$ cat src/rtl/spiEvtPkg.sv
package spiEvtPkg;
  localparam int EVT_TXE = 15;
  localparam int EVT_DON = 14;
  localparam int EVT_RXT = 13;
  localparam int EVT_RXF = 12;
  localparam int EVT_TXT = 11;
  localparam int EVT_RNE = 9;
  localparam int EVT_TNF = 8;
  localparam logic [31:0] FLAG_BITS = 32'h0000_FB00;

  localparam logic [1:0] ADDR_MODE   = 2'd0;
  localparam logic [1:0] ADDR_EVENT  = 2'd1;
  localparam logic [1:0] ADDR_MASK   = 2'd2;
  localparam logic [1:0] ADDR_RXPORT = 2'd3;

  typedef struct packed {
    logic       modeWr;
    logic       maskWr;
    logic       evtClr;
    logic [2:0] popCnt;
  } ctrlStrobe_t;
endpackage

$ cat src/rtl/spiEvtCtrl.sv
module spiEvtCtrl
  import spiEvtPkg::*;
#(
  parameter int CNT_W = 6
) (
  input  logic             regWr,
  input  logic             regRd,
  input  logic [1:0]       regAddr,
  input  logic             regSize8,
  input  logic [CNT_W-1:0] rxLevel,
  output ctrlStrobe_t      strb
);
  always_comb begin
    strb = '0;
    if (regWr) begin
      case (regAddr)
        ADDR_MODE:  strb.modeWr = 1'b1;
        ADDR_EVENT: strb.evtClr = 1'b1;
        ADDR_MASK:  strb.maskWr = 1'b1;
        default:    strb.modeWr = 1'b0;
      endcase
    end
    if (regRd && regAddr == ADDR_RXPORT) begin
      if (regSize8) strb.popCnt = (rxLevel != '0) ? 3'd1 : 3'd0;
      else          strb.popCnt = (32'(rxLevel) >= 4) ? 3'd4 : rxLevel[2:0];
    end
  end
endmodule

$ cat src/rtl/spiEvtDatapath.sv
module spiEvtDatapath
  import spiEvtPkg::*;
#(
  parameter int DEPTH = 32,
  parameter int THR_W = 6,
  parameter int TX_THR_RST = 4,
  parameter int RX_THR_RST = 3,
  localparam int CNT_W = $clog2(DEPTH + 1),
  localparam int PTR_W = $clog2(DEPTH)
) (
  input  logic             clk,
  input  logic             rstN,
  input  ctrlStrobe_t      strb,
  input  logic [1:0]       regAddr,
  input  logic             regSize8,
  input  logic [31:0]      regWdata,
  input  logic             rxPush,
  input  logic [7:0]       rxPushData,
  input  logic [CNT_W-1:0] txLevel,
  input  logic             doneIn,
  output logic [CNT_W-1:0] rxLevel,
  output logic [31:0]      eventWord,
  output logic [31:0]      regRdata,
  output logic             irq
);
  logic [7:0]       mem [DEPTH];
  logic [PTR_W-1:0] wrPtr, rdPtr;
  logic [CNT_W-1:0] levelQ;
  logic [THR_W-1:0] txThrQ, rxThrQ;
  logic [31:0]      flagsQ, maskQ, liveSet, clrVec;
  logic [CNT_W:0]   txFree;
  logic             pushOk;
  logic [7:0]       headByte [4];

  assign pushOk = rxPush && (levelQ != CNT_W'(DEPTH));
  assign txFree = (CNT_W+1)'(DEPTH) - {1'b0, txLevel};
  assign rxLevel = levelQ;

  always_comb begin
    liveSet = '0;
    liveSet[EVT_TXE] = (txLevel == '0);
    liveSet[EVT_RXF] = (levelQ == CNT_W'(DEPTH));
    liveSet[EVT_RNE] = (levelQ != '0);
    liveSet[EVT_TNF] = (txLevel != CNT_W'(DEPTH));
    liveSet[EVT_RXT] = (32'(levelQ) > 32'(rxThrQ));
    liveSet[EVT_TXT] = (32'(txFree) >= 32'(txThrQ));
  end

  assign clrVec = strb.evtClr ? (regWdata & FLAG_BITS) : '0;

  always_ff @(posedge clk) begin
    if (pushOk) mem[wrPtr] <= rxPushData;
  end

  always_ff @(posedge clk or negedge rstN) begin
    if (!rstN) begin
      wrPtr  <= '0;
      rdPtr  <= '0;
      levelQ <= '0;
      flagsQ <= '0;
      maskQ  <= '0;
      txThrQ <= THR_W'(TX_THR_RST);
      rxThrQ <= THR_W'(RX_THR_RST);
    end else begin
      if (pushOk) wrPtr <= wrPtr + 1'b1;
      rdPtr  <= rdPtr + PTR_W'(strb.popCnt);
      levelQ <= levelQ + CNT_W'(pushOk) - CNT_W'(strb.popCnt);
      flagsQ <= (flagsQ & ~clrVec) | liveSet | (doneIn ? (32'd1 << EVT_DON) : 32'd0);
      if (strb.maskWr) maskQ <= regWdata & FLAG_BITS;
      if (strb.modeWr) begin
        txThrQ <= regWdata[8 +: THR_W];
        rxThrQ <= regWdata[0 +: THR_W];
      end
    end
  end

  always_comb begin
    eventWord = flagsQ;
    eventWord[24 +: CNT_W] = levelQ;
    eventWord[16 +: CNT_W] = txLevel;
  end

  assign irq = |(flagsQ & maskQ);

  always_comb begin
    for (int k = 0; k < 4; k++) begin
      headByte[k] = (32'(levelQ) > k) ? mem[rdPtr + PTR_W'(k)] : 8'h00;
    end
    regRdata = '0;
    case (regAddr)
      ADDR_MODE: begin
        regRdata[8 +: THR_W] = txThrQ;
        regRdata[0 +: THR_W] = rxThrQ;
      end
      ADDR_EVENT: regRdata = eventWord;
      ADDR_MASK:  regRdata = maskQ;
      default: regRdata = regSize8 ? {24'h0, headByte[0]}
                                   : {headByte[0], headByte[1], headByte[2], headByte[3]};
    endcase
  end


  level_bound_chk: assert property (@(posedge clk) disable iff (!rstN)
    32'(levelQ) <= DEPTH);

  pop_within_level_chk: assert property (@(posedge clk) disable iff (!rstN)
    32'(strb.popCnt) <= 32'(levelQ));

  done_sticky_chk: assert property (@(posedge clk) disable iff (!rstN)
    doneIn |=> flagsQ[EVT_DON]);

  done_clear_chk: assert property (@(posedge clk) disable iff (!rstN)
    (strb.evtClr && regWdata[EVT_DON] && !doneIn) |=> !flagsQ[EVT_DON]);

  rne_hold_chk: assert property (@(posedge clk) disable iff (!rstN)
    (levelQ != '0) |=> flagsQ[EVT_RNE]);

  irq_masked_chk: assert property (@(posedge clk) disable iff (!rstN)
    (maskQ == '0) |-> !irq);
endmodule

$ cat src/rtl/spiEventUnit.sv
module spiEventUnit
  import spiEvtPkg::*;
#(
  parameter int DEPTH = 32,
  localparam int CNT_W = $clog2(DEPTH + 1)
) (
  input  logic             clk,
  input  logic             rstN,
  input  logic             regWr,
  input  logic             regRd,
  input  logic [1:0]       regAddr,
  input  logic             regSize8,
  input  logic [31:0]      regWdata,
  output logic [31:0]      regRdata,
  input  logic             rxPush,
  input  logic [7:0]       rxPushData,
  input  logic [CNT_W-1:0] txLevel,
  input  logic             doneIn,
  output logic [31:0]      eventWord,
  output logic             irq
);
  ctrlStrobe_t      strb;
  logic [CNT_W-1:0] rxLevel;

  spiEvtCtrl #(.CNT_W(CNT_W)) u_ctrl (
    .regWr(regWr), .regRd(regRd), .regAddr(regAddr), .regSize8(regSize8),
    .rxLevel(rxLevel), .strb(strb)
  );

  spiEvtDatapath #(.DEPTH(DEPTH)) u_dp (
    .clk(clk), .rstN(rstN), .strb(strb), .regAddr(regAddr), .regSize8(regSize8),
    .regWdata(regWdata), .rxPush(rxPush), .rxPushData(rxPushData),
    .txLevel(txLevel), .doneIn(doneIn), .rxLevel(rxLevel),
    .eventWord(eventWord), .regRdata(regRdata), .irq(irq)
  );
endmodule

$ cat config.mk
export PLATFORM = sky130hd
export DESIGN_NAME = spiEventUnit
export DESIGN_NICKNAME = d
export VERILOG_FILES = /design/src/rtl/spiEvtPkg.sv /design/src/rtl/spiEvtCtrl.sv /design/src/rtl/spiEvtDatapath.sv /design/src/rtl/spiEventUnit.sv
export SDC_FILE = /design/constraint.sdc
export NUM_CORES = 1
export LEC_CHECK = 0
export BUFFER_PORTS_ARGS = -buffer_cell sky130_fd_sc_hd__buf_2
export CELL_PAD_IN_SITES_DETAIL_PLACEMENT = 1
export CELL_PAD_IN_SITES_GLOBAL_PLACEMENT = 2
export CORE_ASPECT_RATIO = 0.6
export CORE_UTILIZATION = 24
export CTS_BUF_LIST = sky130_fd_sc_hd__clkbuf_8
export DETAILED_ROUTE_END_ITERATION = 10
export PLACE_DENSITY = 0.47
export SLEW_MARGIN = 20
export SYNTH_ARGS = -nofsm -noshare
export SYNTH_HDL_FRONTEND = slang
export SYNTH_SLANG_ARGS = --single-unit
$ cat constraint.sdc
create_clock -name clk -period 4 [get_ports clk]
set_input_delay 0.2 -clock clk [delete_from_list [all_inputs] [get_ports clk]]
set_output_delay 0.2 -clock clk [all_outputs]
set_load 0.02 [all_outputs]
* Word-level counts from Yosys, hierarchy flattened *
Memories as Yosys holds them, arrays and structs flattened.
Cells that the tools add are included.

storage, ports and cells
  register bits = 67
  RAM bits = 256
  input bits = 55
  output and inout port bits = 65
  logic and storage cells = 62
  memories kept = 1

operators by class
  $add $sub $neg = 8
  magnitude comparators = 7
  equality and inequality tests = 6
  mux-type cells = 21
  bitwise gates (word level) = 5
  reductions and logical operators = 7

memory list
  memory    depth  width  rd ports  clocked after Yosys merged registers in  write ports  line                  source
  u_dp.mem  32     8      4         0                                        1            spiEvtDatapath.sv:26  logic [7:0] mem [DEPTH];

operators with widths
  kind                                                                   count
  18-bit one-hot mux with 3 select lines                                 1
  6-bit one-hot mux with 3 select lines                                  2
  32-bit by 16-bit bitwise AND with 32-bit output                        1
  32-bit bitwise AND                                                     1
  32-bit two-way mux                                                     1
  8-bit two-way mux                                                      4
  32-bit inverter                                                        1
  32-bit by 16-bit bitwise OR with 32-bit output                         1
  32-bit bitwise OR                                                      1
  32-bit OR reduction                                                    1
  16-bit two-way mux                                                     1
  15-bit two-way mux                                                     1
  6-bit by 1-bit > comparator with 1-bit output, second input constant   2
  6-bit by 2-bit > comparator with 1-bit output, second input constant   2
  3-bit two-way mux                                                      4
  6-bit != test, second input constant                                   2
  5-bit by 1-bit adder with 5-bit output, second input constant          2
  5-bit by 2-bit adder with 5-bit output, second input constant          2
  7-bit by 6-bit >= comparator with 1-bit output                         1
  6-bit by 6-bit subtractor with 7-bit output, first input constant      1
  6-bit by 1-bit adder with 6-bit output                                 1
  6-bit == test, second input constant                                   1
  6-bit by 3-bit >= comparator with 1-bit output, second input constant  1
  6-bit > comparator                                                     1
  other kinds (11)                                                       18

* Logic depth before layout (Yosys ltp) *
Gate-level depths: netlist of the first run.

  word-level depth = 8
  mapped depth = 15
  depth with buffers taken out = 14

* Modules after synthesis *
A second synthesis of the first run with hierarchy kept.

second synthesis, totals
  cell total of the unflattened synthesis = 1363
  area, all modules = 19502.5 um^2

modules (own cells, without submodules)
  module          instances  cells an instance  area an instance (um^2)
  spiEvtDatapath  1          1351               19431.1
  spiEvtCtrl      1          12                 71.3

* Least setup slack after synthesis of the first run *
No wires, ideal clock.

  kind = reg2out
  from = register u_dp.rdPtr[1]
  to = output port regRdata[16]
  data arrival time = 3423 ps
  slack = 377 ps
  cell stages (with the launch flop) = 15
  path buffers = 8
  path through = dfrtp_1 > buf_4 > buf_2 > buf_4 > buf_2 > inv_1 > ha_1 > buf_2 > buf_2 > buf_2 > buf_2 > nor2_1 > a31oi_1 > o211ai_1 > o21ai_0

on the way
  cells in the longest elaborated chain, start to end = 5

RTL lines
  item                                    line                  source
  from (decl)                             spiEvtDatapath.sv:27  logic [PTR_W-1:0] wrPtr, rdPtr;
  from (signal assigned)                  spiEvtDatapath.sv:66  rdPtr <= rdPtr + PTR_W'(strb.popCnt);
  5-bit by 1-bit adder with 5-bit output  spiEvtDatapath.sv:87  headByte[k] = (32'(levelQ) > k) ? mem[rdPtr + PTR_W'(k)] : 8'h00;
  memory 32 x 8 bit                       --
  8-bit two-way mux                       spiEvtDatapath.sv:87
  32-bit two-way mux                      spiEvtDatapath.sv:97  default: regRdata = regSize8 ? {24'h0, headByte[0]}
  18-bit one-hot mux with 3 select lines  spiEvtDatapath.sv:90  case (regAddr)
  to (decl)                               spiEventUnit.sv:14    output logic [31:0] regRdata,

Every way passes these cells.

* Worst setup path in the final report of the first run *
  from = register u_dp.rdPtr[1]
  to = output port regRdata[5]

on the way
  cells in the longest elaborated chain, start to end = 5
  elaborated cells on any way between the ends = 6
  those cells by class = 1 x add/sub; 4 x mux; 1 x memory

RTL lines
  item                                     line
  5-bit by 2-bit adder with 5-bit output   spiEvtDatapath.sv:87
  memory 32 x 8 bit *                      --
  8-bit two-way mux                        spiEvtDatapath.sv:87
  32-bit two-way mux *                     spiEvtDatapath.sv:97
  6-bit one-hot mux with 3 select lines *  spiEvtDatapath.sv:90

Mark *: on every way between the ends. The rest lies on a longest branch, timed or not.

==> results of run 1 <==
## worst max path at each step
stage	slack, ns	cells past startpoint	start	to
6_report	0.09	9	u_dp.rdPtr[1]	regRdata[5]
3_3_place_gp	0.64	9	u_dp.rdPtr[1]	regRdata[9]
3_5_place_dp	0.62	9	u_dp.rdPtr[1]	regRdata[9]
4_1_cts	0.01	9	u_dp.rdPtr[2]	regRdata[5]
5_1_grt	-0.07	8	u_dp.rdPtr[0]	regRdata[5]
2_1_floorplan	0.38	14	u_dp.rdPtr[1]	regRdata[16]
## Yosys cell counts, types with 4 or more instances
| master | number |
|---|---|
| a211oi_1 | 10 |
| a21o_1 | 7 |
| a21oi_1 | 15 |
| a22oi_1 | 13 |
| a2bb2oi_1 | 5 |
| a31oi_1 | 13 |
| a32o_1 | 4 |
| and2_1 | 10 |
| buf_1 | 7 |
| buf_2 | 45 |
| buf_4 | 40 |
| clkbuf_1 | 24 |
| dfrtp_1 | 39 |
| edfxtp_1 | 256 |
| ha_1 | 34 |
| inv_1 | 32 |
| mux2_2 | 35 |
| mux2i_1 | 59 |
| mux4_2 | 237 |
| nand2_1 | 142 |
| nand2b_1 | 5 |
| nand3_1 | 35 |
| nand3b_1 | 6 |
| nand4_1 | 7 |
| nor2_1 | 75 |
| nor2b_1 | 8 |
| nor3_1 | 9 |
| nor4_1 | 16 |
| o211ai_1 | 10 |
| o21ai_0 | 31 |
| o22ai_1 | 25 |
| xnor2_1 | 22 |
| xor2_1 | 6 |
## per-layer routing
layer,GRT usage (%),vias up
met2,25.24,502
li1,-,5722
met4,4.032,2
met3,4.243,102
met5,0.6410,-
met1,30.50,7467
## stage by stage
stage / setup TNS [ns] / setup WS, ns / hold WS [ns] / instance area [um^2]
detailed placement: 0 / 0.6152 / 0.3452 / 21300
floorplan: 0 / 0.3771 / -0.09559 / 19250
CTS: 0 / 0.01194 / 0.002242 / 22510
finish: 0 / 0.08697 / 0.06368 / 22620
global placement: 0 / 0.6370 / 0.3423 / 21300
global route: -0.2342 / -0.06879 / 0.04380 / 22610
## what timing repair did
action,in CTS,in global routing
setup buffers,0,6
resized for setup,3,7
hold endpoints to repair,71,0
pin swaps,1,1
endpoints found under the setup margin,4,18
hold buffers,21,0
## sequential cells by signal (all words and copies together), names as in the netlist
register and cells:
u_dp.rxLevel 6, u_dp.rxThrQ 6, u_dp.mem 256, u_dp.flagsQ 7, u_dp.maskQ 7, u_dp.txThrQ 6
u_dp.rdPtr 5, u_dp.wrPtr 5
## power by group through the flow
stage | registers, mW | clock network, mW | logic [mW]
after global placement | 4.13 | 0 | 12.4
final | 4.09 | 2.86 | 12.5
after floorplan | 3.96 | 0 | 8.14
after CTS | 4.08 | 2.95 | 12.5
after detailed placement | 4.14 | 0 | 12.4
after global routing | 4.12 | 3.06 | 13.3
## cell type report
cell class                      count  share of cell area (%)
Multi-Input combinational cell    899                   43.64
Tap cell                         1053                   5.826
Sequential cell                   298                   38.69
Clock buffer                       51                   3.104
Timing Repair Buffer              213                   6.949
Clock inverter                     41                   1.217
Inverter                           33                  0.5588
Antenna cell                        1                 0.01107
## critical path, delay by kind of cell (launching register included)
family | cells | cell delay, ns
flip-flops | 1 | 0.46
AND/OR/NAND/NOR | 4 | 1.34
AO/OA/AOI/OAI | 2 | 0.31
buffers and inverters | 3 | 0.94
## cell families after synthesis
family          count (synthesis)  share of synthesized area (%)
xor+xnor                       30                          1.446
buf+inv                       151                          4.104
other cells                     1                        0.01952
flops                         298                          45.51
fa+ha+maj                      36                          2.423
compound gates                160                          5.667
simple gates                  327                          7.635
mux                           333                          33.19
==> qor.csv, run 1 <==
metric,value,unit
required,3.80,ns
coreArea,78380,um^2
rsz0062_at_grt,true,
fillers,8401,
min_from,rxPushData[5],
wl_met1,40600,um
top_layer,met5,
grt_max_degree,80,
via_per_inst,5.328,
met2_length,31020,um
tritoncts,built,
timing.rr.start,u_dp.rxLevel[4],
grt_usage,18.99,%
tightest_slew,0.8393,ns
syn_inst,1336,
antenna_found_initial,0,
fin_util,28.85,%
setup_violations,0,
cts.sinks,298,
p_seq_share,21.0,%
sequential_cell_area,8751,um^2
report.final.slew_viol_count,0,
dp.cells,2469,
ys_seq_area_share,45.51,%
critPathMaxStageDelay,0.53,ns
std_cell_rows,79,
path_clk_slew,0.07,ns
ff2ff_path_depth,12,
critical_path_class,flip-flop to output pin,
post_drt_wl_per_cell,30.26,um
synth.distinct_cells,67,
crit_chain,"buf_12, nand3b_1, buf_4, o22ai_1, nor4_1, nor2_1, a2bb2oi_1, nand3_1, buf_2",
clock_path_buffers,3,
p_leak,7.853,nW
synth_edf_count,256,
synth_flop_cell,edfxtp_1,
status,completed,
reg2reg_slack,0.75,ns
die-area,81200,um^2
power_density,861.6,nW/um^2
crit_fanout,79,
dp_hpwl,58980,um
yosys.area.top_type_share,40.02,%
synthToLayoutAreaGrowth,17.74,%
final_cell_mix,"edfxtp_1 (256), mux4_2 (237), nand2_1 (142)",
fin_crit,3.913,ns
maxSlewHeadroom,43.84,%
wirelength,78330,um
wl_met3,5059,um
clock_latency,0.67,ns
io_buffers,88,
cap_violations,0,
synth_top_area_cell,edfxtp_1,
netlist_area,19210,um^2
finalHoldViolCount,0,
switching_share,45.36,%
drtAntennaViolNets,0,
vias,13795,
cts_root_buffer,clkbuf_8,
worstSetupStartpointType,flip-flop,
grt_pass1_vias,14027,
grt_first_pass_wirelength,109600,um
drive_above_1_share,37.13,%
finalPower,19.49,mW
gp_congestion,0.7951,
whs_path_depth,1,
fin_nets,1587,
combPwrFrac,64.3,%
vdd_drop_max,453.9,uV
drtIter0Drc,1443,
p_sw,8.838,mW
final_cell_count_no_fill,2589,
max_clock_freq,0.2556,GHz
die_h,221.1,um
synth_area_per_cell,14.38,um^2
async_flop_share,14.09,%
yosysWarnings,0,
crit_slowest_cell,nor4_1,
ys_ff_latch,298,
first_pass_iters,5,
numCtsBuffers,51,
fp.dieW,367.2,um
fin_worst_skew,0.06070,ns
h-tree-depth,2,
ioPinCount,120,
arrival,3.71,ns
holdCritPathClass,primary input to flip-flop,
r2r-end,u_dp.rxLevel[5],
final_common_cell,edfxtp_1,
drc,0,
gr-total-overflow,0,
crit_path_end_kind,output pin,
initial_core_util,24.50,%
multi_input_area,9869,um^2
power.share.clock,14.7,%
intPower,10.65,mW
synth_area_leaders,"edfxtp_1 (40%), mux4_2 (28%), dfrtp_1 (5.1%), mux2i_1 (3.1%), nand2_1 (2.8%)",
fin_crit_sh,97.83,%
holdPathEnd,u_dp.mem[12][5],
(Power assumes the default switching activity.)
==> run 2: changes to the inputs <==
--- a/config.mk
+++ b/config.mk
@@ -14,3 +14,3 @@
 export DETAILED_ROUTE_END_ITERATION = 10
-export PLACE_DENSITY = 0.47
+export PLACE_DENSITY = 0.52
 export SLEW_MARGIN = 20
==> constraint.sdc (replaced) <==
create_clock -name clk -period 4 [get_ports clk]
set_input_delay 0.4 -clock clk [delete_from_list [all_inputs] [get_ports clk]]
set_output_delay 0.4 -clock clk [all_outputs]
set_load 0.02 [all_outputs]
==> run 2 against run 1 <==
- via count rose by 1.4%
- largest power group unchanged
- worst hold slack improved by 0.026 ns
- worst setup slack improved by 0.0011 ns
- fmax barely moved
- critical path type unchanged
- highest routed layer is now met4
- clock skew fell by 0.037 ns
==> qor.csv, run 2 (synthesized netlist as in run 1, its figures left out) <==
metric,value,unit,change
drive_above_1_share,38.40,%,was 37.13%
max_clock_freq,0.2556,GHz,about the same
synthToLayoutAreaGrowth,18.97,%,was 17.74%
r2r-end,u_dp.rxLevel[4],,was u_dp.rxLevel[5]
die_h,221.1,um,unchanged
grt_usage,18.90,%,was 18.99%
ioPinCount,120,,unchanged
drc,0,,unchanged
finalPower,19.94,mW,was 19.49 mW
timing.rr.start,u_dp.rxLevel[2],,was u_dp.rxLevel[4]
initial_core_util,24.50,%,unchanged
final_cell_mix,"edfxtp_1 (256), mux4_2 (237), nand2_1 (142)",,unchanged
antenna_found_initial,0,,unchanged
grt-busiest-layer,met1,,unchanged
vias,13989,,was 13795
gp_congestion,0.8563,,was 0.7951
crit_path_start,u_dp.rdPtr[0],,was u_dp.rdPtr[1]
maxSlewHeadroom,43.30,%,was 43.84%
fin_worst_skew,0.02342,ns,was 0.06070 ns
path_clk_slew,0.07,ns,about the same
grt_max_degree,60,,was 80
required,3.60,ns,was 3.80 ns
ff2ff_path_depth,12,,unchanged
multi_input_area,9940,um^2,was 9869 um^2
cts_root_buffer,clkbuf_8,,unchanged
tritoncts,built,,unchanged
met1_usage,31.43,%,was 30.50%
fp.dieW,367.2,um,unchanged
dp_hpwl,58190,um,was 58980 um
status,completed,,unchanged
numCtsBuffers,50,,was 51
io_buffers,88,,unchanged
crit_path_end_kind,output pin,,unchanged
holdCritPathClass,primary input to flip-flop,,unchanged
worstSetupStartpointType,flip-flop,,unchanged
grt_pass1_vias,14194,,was 14027
drtAntennaViolNets,0,,unchanged
grt_first_pass_wirelength,110000,um,was 109600 um
rsz0062_at_grt,true,,unchanged
coreArea,78380,um^2,unchanged
report.final.slew_viol_count,0,,unchanged
critical_path_class,flip-flop to output pin,,unchanged
top_regs,"u_dp.mem: 256 flops, u_dp.flagsQ: 7 flops, u_dp.maskQ: 7 flops",,unchanged
tightest_slew,0.8473,ns,was 0.8393 ns
grtUsageMet3,4.163,%,was 4.243%
cts.sinks,298,,unchanged
top_register,u_dp.mem,,unchanged
gr-total-overflow,0,,unchanged
clock_latency,0.64,ns,was 0.67 ns
clock_path_buffers,3,,unchanged
power_density,872.4,nW/um^2,was 861.6 nW/um^2
vdd_drop_max,586.2,uV,was 453.9 uV
fin_crit_sh,97.80,%,was 97.83%
sequential_cell_area,8751,um^2,unchanged
fin_crit,3.912,ns,was 3.913 ns
std_cell_rows,79,,unchanged
post_drt_wl_per_cell,30.12,um,was 30.26 um
reg2reg_slack,0.46,ns,was 0.75 ns
arrival,3.51,ns,was 3.71 ns
via_per_inst,5.380,,was 5.328
final.setup.tns,0,ns,unchanged
h-tree-depth,2,,unchanged
cap_violations,0,,unchanged
die-area,81200,um^2,unchanged
crit_fanout,46,,was 79
first_pass_iters,5,,unchanged
setup_violations,0,,unchanged
endpoint,regRdata[5],,unchanged
final_common_cell,edfxtp_1,,unchanged
fillers,8356,,was 8401
drtIter0Drc,1543,,was 1443
finalHoldViolCount,0,,unchanged
antennaDiodeCount,0,,was 1
met2_usage,24.39,%,was 25.24%
fin_nets,1601,,was 1587
largest_reg_flops,256,,unchanged
wirelength,78300,um,was 78330 um
p_leak,7.999,nW,was 7.853 nW
run 2: changes by cell type in the layout (fill, tap and decap cells not counted), moves of 2 or more:
cell           previous run  this run
buf_6                     0         5
xnor2_1                  18        16
ha_2                      0         2
clkbuf_16                 0         2
o22ai_1                  25        23
clkinv_2                 15        10
inv_1                    34        44
o22ai_2                   0         2
dlygate4sd3_1            21        17
buf_4                    94       103
clkinv_1                 15         9
ha_1                     32        30
run 2: worst min-delay path by stage:
| stage | to | from | cells past startpoint | slack, ns |
|---|---|---|---|---|
| finish | u_dp.txThrQ[2] | regWr | 3 | 0.09 |
| CTS | u_dp.txThrQ[2] | regWr | 3 | 0.05 |
| floorplan | u_dp.flagsQ[11] | rstN | 0 | 0.10 |
| global placement | u_dp.flagsQ[15] | rstN | 1 | 0.42 |
| global route | u_dp.flagsQ[8] | txLevel[5] | 2 | 0.1 |
| detailed placement | u_dp.maskQ[15] | rstN | 1 | 0.42 |
run 2: per-layer routing:
layer	up-vias	part of all wire, %	wire length (um)
met5	-	0	0
met4	0	1.4	1134
met3	82	7.9	6173
met2	575	38	30120
met1	7587	52	40880
li1	5745	-	-
run 2: power breakdown:
group          switching [mW]  total, mW  internal (mW)  leakage (nW)
registers               0.354       4.04           3.69          2.79
clock network            1.42       2.87           1.44         0.542
logic                    7.20       13.0           5.83          4.67
total                    8.98       19.9           11.0          8.00
run 2: cell type report:
| class | count | area share (%) |
|---|---|---|
| Clock inverter | 38 | 1.183 |
| Timing Repair Buffer | 228 | 7.622 |
| Multi-Input combinational cell | 899 | 43.50 |
| Clock buffer | 51 | 3.072 |
| Inverter | 33 | 0.5640 |
| Sequential cell | 298 | 38.30 |
| Tap cell | 1053 | 5.766 |
run 2: per-stage QoR:
stage | instance area (um^2) | setup WS [ns] | hold WS, ns | std cells | util (%)
floorplan | 19250 | 0.1771 | 0.1044 | 1348 | -
detailed placement | 21310 | 0.2088 | 0.4241 | 2474 | 27.19
global placement | 21310 | 0.2211 | 0.4212 | 2474 | 27.19
global route | 22850 | -0.04054 | 0.09779 | 2600 | 29.15
CTS | 22620 | -0.09199 | 0.04673 | 2588 | 28.86
finish | 22850 | 0.08809 | 0.08967 | 2600 | 29.15
run 2: worst max-delay path, cell delays in order (launching register included):
cell	delay, ns
dfrtp_4	0.43
buf_4	0.14
buf_16	0.26
mux4_2	0.54
o22ai_1	0.23
nor4_1	0.12
nor2_1	0.25
a2bb2oi_1	0.38
nand3_1	0.23
buf_2	0.22
run 2: repair_timing:
action / CTS / global route
gates resized for setup: 18 / 17
endpoints found under the setup margin: 23 / 17
pin swaps: 3 / 2
cloned: 0 / 2
buffers inserted: 8 / 10
hold buffers: 17 / 0
endpoints found under the hold margin: 38 / 0
